[config.mk]
export PLATFORM = sky130hd
export DESIGN_NAME = ld_mon_top
export DESIGN_NICKNAME = d
export VERILOG_FILES = /design/src/rtl/ld_mon_pkg.sv /design/src/rtl/ld_phase_meter.sv /design/src/rtl/ld_lock_qualifier.sv /design/src/rtl/ld_div_monitor.sv /design/src/rtl/ld_pin_mux.sv /design/src/rtl/ld_mon_top.sv
export SDC_FILE = /design/constraint.sdc
export NUM_CORES = 1
export LEC_CHECK = 0
export ABC_AREA = 1
export BUFFER_PORTS_ARGS = -buffer_cell sky130_fd_sc_hd__buf_2
export CAP_MARGIN = 20
export CORE_ASPECT_RATIO = 0.7
export CORE_UTILIZATION = 42
export DETAILED_ROUTE_END_ITERATION = 16
export HOLD_SLACK_MARGIN = 0.1
export PLACE_DENSITY_LB_ADDON = 0.1
export RECOVER_POWER = 100
export SYNTH_ARGS = -nofsm -noshare
export SYNTH_HDL_FRONTEND = slang
export SYNTH_SLANG_ARGS = --single-unit
[constraint.sdc]
create_clock -name clk -period 1.8 [get_ports clk]
set_input_delay 0.36 -clock clk [delete_from_list [all_inputs] [get_ports clk]]
set_output_delay 0.36 -clock clk [all_outputs]
set_load 0.02 [all_outputs]
[src/rtl/ld_mon_pkg.sv]
`timescale 1ns/1ps
// Package: shared select encoding and helper decodes for the lock monitor.
// Assumes the select field is presented MSB first as bit 2.
package ld_mon_pkg;

    // Monitor pin sources selected by the 3-bit field
    typedef enum logic [2:0] {
        SEL_FORCE_LOW = 3'b000,
        SEL_REF_HALF  = 3'b001,
        SEL_REF_PULSE = 3'b010,
        SEL_REF8_LOW  = 3'b011,
        SEL_LOCK      = 3'b100,
        SEL_VCO_HALF  = 3'b101,
        SEL_LAST_CMP  = 3'b110,
        SEL_LOCK_REF8 = 3'b111
    } ld_sel_e;

    // Codes that float the charge-pump output
    function automatic logic cp_floats(input logic [2:0] s);
        return (s == 3'b001) || (s == 3'b010) || (s == 3'b101) || (s == 3'b110);
    endfunction

    // Codes that route the divided reference onto the buffer output
    function automatic logic buf_drives(input logic [2:0] s);
        return (s[1:0] == 2'b11);
    endfunction

endpackage

[src/rtl/ld_phase_meter.sv]
`timescale 1ns/1ps
// Module: ld_phase_meter
// Pairs each reference pulse with each VCO pulse and measures the gap in
// clock edges between them. Emits a one-cycle comparison strobe and a pass
// flag (gap below WIN) combinationally on the edge that closes a pairing.
// Assumes both pulses are single-cycle and synchronous to clk, WIN >= 1.
module ld_phase_meter #(
    parameter int WIN = 2
) (
    input  logic clk,
    input  logic rst_n,
    input  logic standby,
    input  logic fr_pulse,
    input  logic fv_pulse,
    output logic cmp_valid,
    output logic cmp_pass
);
    localparam int DIST_W = $clog2(WIN + 1) + 1;
    localparam logic [DIST_W-1:0] WIN_D = DIST_W'(WIN);
    localparam logic [DIST_W-1:0] ONE_D = DIST_W'(1);

    logic              open_q, open_d;
    logic              open_fr_q, open_fr_d;
    logic [DIST_W-1:0] gap_q, gap_d;
    logic              partner, again;

    // Purpose: decide next pairing state and the comparison outcome
    always_comb begin
        open_d    = open_q;
        open_fr_d = open_fr_q;
        gap_d     = gap_q;
        cmp_valid = 1'b0;
        cmp_pass  = 1'b0;
        partner   = open_fr_q ? fv_pulse : fr_pulse;
        again     = open_fr_q ? fr_pulse : fv_pulse;
        if (standby) begin
            open_d = 1'b0;
            gap_d  = '0;
        end else if (!open_q) begin
            if (fr_pulse && fv_pulse) begin
                cmp_valid = 1'b1;
                cmp_pass  = 1'b1;
            end else if (fr_pulse || fv_pulse) begin
                open_d    = 1'b1;
                open_fr_d = fr_pulse;
                gap_d     = ONE_D;
            end
        end else if (partner) begin
            cmp_valid = 1'b1;
            cmp_pass  = (gap_q < WIN_D);
            if (again) begin
                gap_d = ONE_D;
            end else begin
                open_d = 1'b0;
            end
        end else if (again) begin
            cmp_valid = 1'b1;
            cmp_pass  = 1'b0;
            gap_d     = ONE_D;
        end else if (gap_q < WIN_D) begin
            gap_d = gap_q + ONE_D;
        end
    end

    // Purpose: hold the open pairing and its saturating gap count
    always_ff @(posedge clk) begin
        if (!rst_n) begin
            open_q    <= 1'b0;
            open_fr_q <= 1'b0;
            gap_q     <= '0;
        end else begin
            open_q    <= open_d;
            open_fr_q <= open_fr_d;
            gap_q     <= gap_d;
        end
    end

endmodule

[src/rtl/ld_lock_qualifier.sv]
`timescale 1ns/1ps
// Module: ld_lock_qualifier
// Counts consecutive passing comparisons and declares lock once the run
// exceeds LOCK_RUNS. Any failing comparison clears the run and the lock.
// Also keeps the result of the most recent comparison for test output.
// Assumes cmp_valid is already masked in standby.
module ld_lock_qualifier #(
    parameter int LOCK_RUNS = 3
) (
    input  logic clk,
    input  logic rst_n,
    input  logic standby,
    input  logic cmp_valid,
    input  logic cmp_pass,
    output logic locked,
    output logic last_pass
);
    localparam int CNT_W = $clog2(LOCK_RUNS + 2);
    localparam logic [CNT_W-1:0] RUNS_D = CNT_W'(LOCK_RUNS);
    localparam logic [CNT_W-1:0] FULL_D = CNT_W'(LOCK_RUNS + 1);

    logic [CNT_W-1:0] run_q;

    // Purpose: update the pass run, the lock flag and the last result
    always_ff @(posedge clk) begin
        if (!rst_n) begin
            run_q     <= '0;
            locked    <= 1'b0;
            last_pass <= 1'b0;
        end else if (standby) begin
            run_q     <= '0;
            locked    <= 1'b0;
            last_pass <= 1'b0;
        end else if (cmp_valid) begin
            last_pass <= cmp_pass;
            if (cmp_pass) begin
                if (run_q != FULL_D) begin
                    run_q <= run_q + CNT_W'(1);
                end
                locked <= (run_q >= RUNS_D);
            end else begin
                run_q  <= '0;
                locked <= 1'b0;
            end
        end
    end

endmodule

[src/rtl/ld_div_monitor.sv]
`timescale 1ns/1ps
// Module: ld_div_monitor
// Produces the test-side signals: halved copies of both pulse trains, a
// registered copy of the reference pulse, and the MSB of a free-running
// power-of-two divider of the clock. Everything clears in standby.
module ld_div_monitor #(
    parameter int REF_DIV_LOG2 = 3
) (
    input  logic clk,
    input  logic rst_n,
    input  logic standby,
    input  logic fr_pulse,
    input  logic fv_pulse,
    output logic fr_half,
    output logic fv_half,
    output logic fr_seen,
    output logic ref_tap
);
    logic [REF_DIV_LOG2-1:0] ref_cnt;

    // Purpose: toggle the halving flip-flops and register the reference pulse
    always_ff @(posedge clk) begin
        if (!rst_n || standby) begin
            fr_half <= 1'b0;
            fv_half <= 1'b0;
            fr_seen <= 1'b0;
        end else begin
            fr_half <= fr_half ^ fr_pulse;
            fv_half <= fv_half ^ fv_pulse;
            fr_seen <= fr_pulse;
        end
    end

    // Purpose: count clock edges for the divided reference output
    always_ff @(posedge clk) begin
        if (!rst_n || standby) begin
            ref_cnt <= '0;
        end else begin
            ref_cnt <= ref_cnt + REF_DIV_LOG2'(1);
        end
    end

    assign ref_tap = ref_cnt[REF_DIV_LOG2-1];

endmodule

[src/rtl/ld_pin_mux.sv]
`timescale 1ns/1ps
// Module: ld_pin_mux
// Combinational selection of the monitor pin source plus the two output
// enables. Standby overrides the select: pin high, enables low.
module ld_pin_mux
    import ld_mon_pkg::*;
(
    input  logic [2:0] ld_sel,
    input  logic       standby,
    input  logic       locked,
    input  logic       last_pass,
    input  logic       fr_half,
    input  logic       fv_half,
    input  logic       fr_seen,
    input  logic       ref_tap,
    output logic       ld_pin,
    output logic       cp_oe,
    output logic       buf_pin,
    output logic       buf_oe
);
    ld_sel_e sel_e;
    assign sel_e = ld_sel_e'(ld_sel);

    // Purpose: pick the monitor pin source
    always_comb begin
        ld_pin = 1'b0;
        if (standby) begin
            ld_pin = 1'b1;
        end else begin
            case (sel_e)
                SEL_FORCE_LOW: ld_pin = 1'b0;
                SEL_REF_HALF:  ld_pin = fr_half;
                SEL_REF_PULSE: ld_pin = fr_seen;
                SEL_REF8_LOW:  ld_pin = 1'b0;
                SEL_LOCK:      ld_pin = locked;
                SEL_VCO_HALF:  ld_pin = fv_half;
                SEL_LAST_CMP:  ld_pin = last_pass;
                SEL_LOCK_REF8: ld_pin = locked;
                default:       ld_pin = 1'b0;
            endcase
        end
    end

    // Purpose: derive output enables and the gated buffer output
    always_comb begin
        cp_oe   = !standby && !cp_floats(ld_sel);
        buf_oe  = !standby && buf_drives(ld_sel);
        buf_pin = buf_oe && ref_tap;
    end

endmodule

[src/rtl/ld_mon_top.sv]
`timescale 1ns/1ps
// Module: ld_mon_top
// Lock detector and monitor multiplexer for a synthesizer loop. Pairs the
// divider pulses, qualifies lock over a run of close pairings and routes
// the result or a test signal to the monitor pin.
// Assumes pulses are one clock wide and synchronous to clk.
module ld_mon_top #(
    parameter int WIN          = 2,
    parameter int LOCK_RUNS    = 3,
    parameter int REF_DIV_LOG2 = 3
) (
    input  logic       clk,
    input  logic       rst_n,
    input  logic       standby,
    input  logic       fr_pulse,
    input  logic       fv_pulse,
    input  logic [2:0] ld_sel,
    output logic       ld_pin,
    output logic       cp_oe,
    output logic       buf_pin,
    output logic       buf_oe
);
    logic cmp_valid, cmp_pass;
    logic locked, last_pass;
    logic fr_half, fv_half, fr_seen, ref_tap;

    ld_phase_meter #(.WIN(WIN)) meter_i (
        .clk       (clk),
        .rst_n     (rst_n),
        .standby   (standby),
        .fr_pulse  (fr_pulse),
        .fv_pulse  (fv_pulse),
        .cmp_valid (cmp_valid),
        .cmp_pass  (cmp_pass)
    );

    ld_lock_qualifier #(.LOCK_RUNS(LOCK_RUNS)) qual_i (
        .clk       (clk),
        .rst_n     (rst_n),
        .standby   (standby),
        .cmp_valid (cmp_valid),
        .cmp_pass  (cmp_pass),
        .locked    (locked),
        .last_pass (last_pass)
    );

    ld_div_monitor #(.REF_DIV_LOG2(REF_DIV_LOG2)) divs_i (
        .clk      (clk),
        .rst_n    (rst_n),
        .standby  (standby),
        .fr_pulse (fr_pulse),
        .fv_pulse (fv_pulse),
        .fr_half  (fr_half),
        .fv_half  (fv_half),
        .fr_seen  (fr_seen),
        .ref_tap  (ref_tap)
    );

    ld_pin_mux mux_i (
        .ld_sel    (ld_sel),
        .standby   (standby),
        .locked    (locked),
        .last_pass (last_pass),
        .fr_half   (fr_half),
        .fv_half   (fv_half),
        .fr_seen   (fr_seen),
        .ref_tap   (ref_tap),
        .ld_pin    (ld_pin),
        .cp_oe     (cp_oe),
        .buf_pin   (buf_pin),
        .buf_oe    (buf_oe)
    );

endmodule

==> results of run 1 <==
==> how the worst max path moves through the flow <==
stage,endpoint,depth (start not counted),slack (ns),start
floorplan,ld_pin,5,0.33,ld_sel[0]
global placement,ld_pin,7,0.17,ld_sel[0]
detailed placement,ld_pin,7,0.11,ld_sel[0]
CTS,ld_pin,7,0.11,ld_sel[0]
global route,ld_pin,7,0.03,ld_sel[0]
finish,ld_pin,7,0.13,ld_sel[0]
==> kinds of logic after synthesis <==
logic type,share of synthesized area
adders and majority gates,0.140
and+or+nand+nor,0.296
buffers and inverters,0.0968
AOI/OAI and AO/OA,0.106
xor gates and xnor gates,0.0357
DFF,0.326
==> power by group through the flow <==
stage	logic [mW]	clock network, mW	registers [mW]
finish	0.118	0.235	0.378
global route	0.137	0.264	0.380
CTS	0.125	0.247	0.378
detailed placement	0.124	0	0.387
global placement	0.122	0	0.386
floorplan	0.0895	0	0.384
==> Yosys cell counts (2+ instances only) <==
| cell type | instances |
|---|---|
| nor2_1 | 21 |
| nand3_1 | 4 |
| o21ai_0 | 5 |
| nand2_2 | 3 |
| inv_1 | 23 |
| xnor2_1 | 3 |
| nand2_1 | 23 |
| ha_1 | 11 |
| dfxtp_1 | 16 |
| nand4_1 | 6 |
| a21oi_1 | 7 |
| nor2_4 | 2 |
| nor2_2 | 2 |
==> cell usage in the layout (no fill, tap or decap), types with 2 or more instances in the layout <==
cell type,instances
nand2_2,2
clkbuf_4,3
xnor2_1,3
dfxtp_1,16
nand3_1,4
inv_1,23
nor2_1,23
buf_2,5
ha_1,11
nand4_1,6
a21oi_1,7
o21ai_0,5
nand2_1,24
clkbuf_1,5
==> area by class of cell <==
cell class	count	area, µm²
clock buffers	4	36.3
fillers	247	1080
inverters	24	90.1
multi-input cells	96	554
flip-flops and latches	16	320
well taps	32	40.0
repair buffers	11	48.8
==> critical path, delay by kind of cell <==
family                     cells  cell delay, ns
buffers and inverters          2            0.28
and+or+nand+nor                2            0.23
AOI/OAI and AO/OA              2            0.23
adders and majority gates      1            0.22
==> metal layers <==
metal	part of all wire	track usage
met5	0	0
met4	0.0071	0.0419
met3	0.049	0.0648
met2	0.41	0.264
met1	0.53	0.221
==> flip-flops by register name (all words and copies together) (netlist names) <==
register	cells
qual_i.locked	1
meter_i.gap_q	3
divs_i.fr_seen	1
meter_i.open_q	1
divs_i.fv_half	1
meter_i.open_fr_q	1
divs_i.ref_cnt	3
qual_i.last_pass	1
divs_i.fr_half	1
qual_i.run_q	3
==> per-stage QoR <==
stage / instances / area, µm²
after CTS: 183 / 1110
after floorplan: 137 / 982
final: 183 / 1090
after global placement: 179 / 1070
after detailed placement: 179 / 1070
after global routing: 183 / 1090
==> impl_metrics.tcl, run 1 <==
set metrics [dict create \
    core_mm2 0.00217 \
    cp_slowest_cell "ha_1" \
    vdd.ir_drop.worst_v 0.000390 \
    drive_above_1_share 0.113 \
    cts_resized 0 \
    critPathLaunchType "input pin" \
    cp_cell_sequence "buf_2 -> ha_1 -> nor2_1 -> o21ai_0 -> a31oi_1 -> nand4_1 -> clkbuf_2" \
    cts_buffers 3 \
    p_switching_uw 199 \
    worstPathRequired_ns 1.44 \
    end_kind "output pin" \
    tns_ns 0 \
    grt_max_degree 15 \
    grt_pass1_wl_mm 3.18 \
    critPathKind "input pin to output pin" \
    share_clk_of_total_power 0.322 \
    path_clk_slew_ns 0.09 \
    rsz0062_at_grt "no" \
    setup_viol 0 \
    io_buffers 11 \
    die_area_mm2 0.00254 \
    whs_endpoint "meter_i.open_fr_q" \
    comb_power_share 0.162 \
    finalCritPeriodShare 0.930 \
    ys_warn_count 0 \
    num_io_pins 12 \
    num_vias 856 \
    whs_path_depth 3 \
    utilization 0.502 \
    dp_hpwl_mm 1.49 \
    drt-total-wl_mm 1.82 \
    drv_slew 0 \
    cts-hold-fix-buffers 0 \
    drtPass1Iterations 4 \
    cts-root-buf "clkbuf_4" \
    hold_viol 0 \
    synth_area_leaders "dfxtp_1 33%, ha_1 14%, inv_1 8.8%" \
    ant_nets 0 \
    r2r_slack_ns 0.39 \
    syn-num-nets 156 \
    grt_pass1_vias 759 \
    reg2reg_from "meter_i.open_q" \
    dr.first_iter.drc_count 32 \
    drc_errors 0 \
    avgSynthCellArea_um2 7.17 \
    die_y_um 42.5 \
    min-delay-start "rst_n" \
    arrival_ns 1.31 \
    insertion_delay_ns 0.28 \
    netlist_area_um2 982 \
    num_antenna_cells 0 \
    synth_cell_types 24 \
    p_int_uw 532 \
    timing.rr.end "qual_i.run_q[0]" \
    skew_ns 0.00428 \
    hold_class "input pin to flip-flop" \
    clockBufferDepth 2 \
    initial_core_util 0.452 \
    finalPower_uw 731 \
    pwr_density_cell_mw_per_mm2 671 \
    min_period_ns 1.67 \
    die_w_um 59.8 \
    postCtsSetupBuffers 0 \
    rr_worst_depth 6 \
    overflow 0 \
    fin_ws_ns 0.126 \
    grtUsageTotal 0.171 \
    p_seq_frac 0.517 \
    synth_edf_count 0 \
    max_slew_margin 0.693 \
    worst_pin_slew_ns 0.461 \
    ys_seq_area_frac 0.326 \
    synth_flop_cell "dfxtp_1" \
    gp_congestion 0.864 \
    vias_per_cell 4.68 \
    yosysTopAreaCell "dfxtp_1" \
    cts_sinks 16 \
    cp_slowest_stage_delay_ns 0.22 \
    nNetsFinal 171 \
    yosysTopAreaCellShare 0.326 \
    synthToLayoutAreaGrowth_pct 11.0 \
    status "completed" \
    leakage_nw 0.511 \
    cts_max_level 1 \
    row_count 14 \
    antenna_found_initial 0 \
    syn_inst 137 \
    fmax_ghz 0.597 \
    maxCapViolCount 0 \
    async_flop_share 0 \
    cts_tree "built" \
    pre_cts_slack_ns 0.114 \
    sw_frac_of_total 0.273 \
    post_drt_wl_per_cell_um 9.95 \
    ys_ff_latch 16 \
    worst-path-max-fanout 3 \
    hold_ws_ns 0.322 \
]
No activity file was read; power rests on OpenSTA's default activity.
==> inputs of run 2 (changes only) <==
Clock period 1.8 ns to 1.5 ns, I/O delays scaled along.
==> run 2 against run 1 <==
Sequential power is 20% higher. Largest cell class unchanged. Non-clock buffer count is 5 higher. Clock power is 22% higher. Utilization is 4.1 points higher. Count of clock-buffer cells in the layout stayed put. Wire length is 12% higher. Register-to-register slack worse by 0.17 ns. Power is 24% higher. Worst setup slack worse by 0.11 ns. Die area stayed put. Global-route usage is 1.1 points higher.
==> impl_metrics.tcl, run 2 (synthesized netlist as in run 1, its figures left out) <==
set metrics [dict create \
    status "completed" \
    finalCritPeriodShare 0.987 \
    worst_pin_slew_ns 0.452 \
    comb_power_share 0.186 \
    p_seq_frac 0.499 \
    p_int_uw 656 \
    cts_buffers 3 \
    arrival_ns 1.18 \
    cts_tree "built" \
    fin_ws_ns 0.0190 \
    overflow 0 \
    ant_nets 0 \
    rsz0062_at_grt "yes" \
    min_period_ns 1.48 \
    share_clk_of_total_power 0.314 \
    die_w_um 59.8 \
    worst-path-max-fanout 3 \
    row_count 14 \
    gp_congestion 0.890 \
    drt-total-wl_mm 2.04 \
    layout_common_cells "24 x nand2_1, 21 x inv_1, 21 x nor2_1" \
    drc_errors 0 \
    synthToLayoutAreaGrowth_pct 20.1 \
    die_y_um 42.5 \
    vdd.ir_drop.worst_v 0.000388 \
    drive_above_1_share 0.205 \
    setup_viol 0 \
    end_kind "output pin" \
    max_slew_margin 0.698 \
    drv_slew 0 \
    dr.first_iter.drc_count 45 \
    fmax_ghz 0.675 \
    pwr_density_cell_mw_per_mm2 770 \
    io_buffers 11 \
    n_fill_cell 250 \
    core_mm2 0.00217 \
    antenna_found_initial 0 \
    cts_max_level 1 \
    skew_ns 0.00499 \
    cts_sinks 16 \
    grtUsageTotal 0.181 \
    num_antenna_cells 0 \
    worstPathRequired_ns 1.20 \
    grt_pass1_vias 812 \
    post_drt_wl_per_cell_um 10.9 \
    nNetsFinal 176 \
    grt_max_degree 15 \
    clockBufferDepth 2 \
    dp_hpwl_mm 1.52 \
    grt_pass1_wl_mm 3.42 \
    drtPass1Iterations 4 \
    hold_viol 0 \
    maxCapViolCount 0 \
    sw_frac_of_total 0.279 \
    pre_cts_slack_ns -0.0768 \
    die_area_mm2 0.00254 \
    num_io_pins 12 \
    cts-root-buf "clkbuf_4" \
    finalPower_uw 909 \
    vias_per_cell 4.73 \
    initial_core_util 0.452 \
    insertion_delay_ns 0.28 \
    hold_class "input pin to flip-flop" \
    hold_ws_ns 0.265 \
    num_vias 890 \
    reg.largest.list "divs_i.ref_cnt: 3 flops, meter_i.gap_q: 3 flops, qual_i.run_q: 3 flops" \
    path_clk_slew_ns 0.10 \
    critPathLaunchType "input pin" \
    critPathKind "input pin to output pin" \
    p_switching_uw 253 \
    final_common_cell "nand2_1" \
    leakage_nw 0.539 \
]
## run 2: changes by cell type in the layout (fill, tap and decap cells not counted), moves of 2 or more
cell     previous run  this run
buf_4               0         6
buf_6               0         2
dfxtp_1            16        14
dfxtp_2             0         2
ha_1               11         8
ha_2                0         2
inv_1              23        21
inv_2               1         3
nor2_1             23        21
nor2_4              1         3
## run 2: area by class of cell
cell class	instances	area, µm²	share of cell area
flip-flops and latches	16	323	0.274
well taps	32	40.0	0.0339
clock buffers	4	36.3	0.0308
repair buffers	16	103	0.0870
multi-input cells	96	588	0.498
inverters	24	90.1	0.0764
## run 2: worst max-delay path, stage by stage
cell	delay [ns]
buf_6	0.08
inv_2	0.05
ha_4	0.16
nor2_4	0.10
o21ai_1	0.07
a31oi_1	0.16
nand4_1	0.10
buf_4	0.17
## run 2: timing repair
action | CTS | global route
endpoints found under the setup margin | 1 | 1
hold buffers | 0 | 0
buffers inserted | 1 | 0
gates resized for setup | 11 | 6
pin swaps | 3 | 3
## run 2: stage by stage
| step | setup TNS (ns) | instance area, µm² | util | cells |
|---|---|---|---|---|
| after CTS | 0 | 1180 | 0.543 | 188 |
| after global placement | 0 | 1100 | 0.507 | 183 |
| after floorplan | 0 | 982 | - | 137 |
| after detailed placement | -0.0768 | 1100 | 0.507 | 183 |
| final | 0 | 1180 | 0.543 | 188 |
| after global routing | -0.0227 | 1180 | 0.543 | 188 |
## run 2: per-layer routing
metal / global-route usage / routed length (µm) / up-vias
li1: - / - / 473
met2: 0.280 / 921 / 17
met3: 0.0556 / 83 / 2
met5: 0 / 0 / -
met4: 0.0419 / 13 / 0
met1: 0.245 / 1020 / 398
## run 2: power by group through the flow
stage,Combinational (mW),Sequential (mW),Clock (mW)
after floorplan,0.107,0.461,0
after global placement,0.153,0.463,0
after detailed placement,0.156,0.464,0
after CTS,0.170,0.454,0.301
after global routing,0.193,0.456,0.311
final,0.169,0.454,0.286
## run 2: final timing paths
kind / startpoint / endpoint / slack [ns] / cells after the start
min reg2reg: divs_i.ref_cnt[0] / divs_i.ref_cnt[0] / 0.42 / 1
max reg2reg: meter_i.open_fr_q / meter_i.gap_q[1] / 0.22 / 6
max: ld_sel[0] / ld_pin / 0.02 / 8
min: rst_n / meter_i.open_fr_q / 0.27 / 3
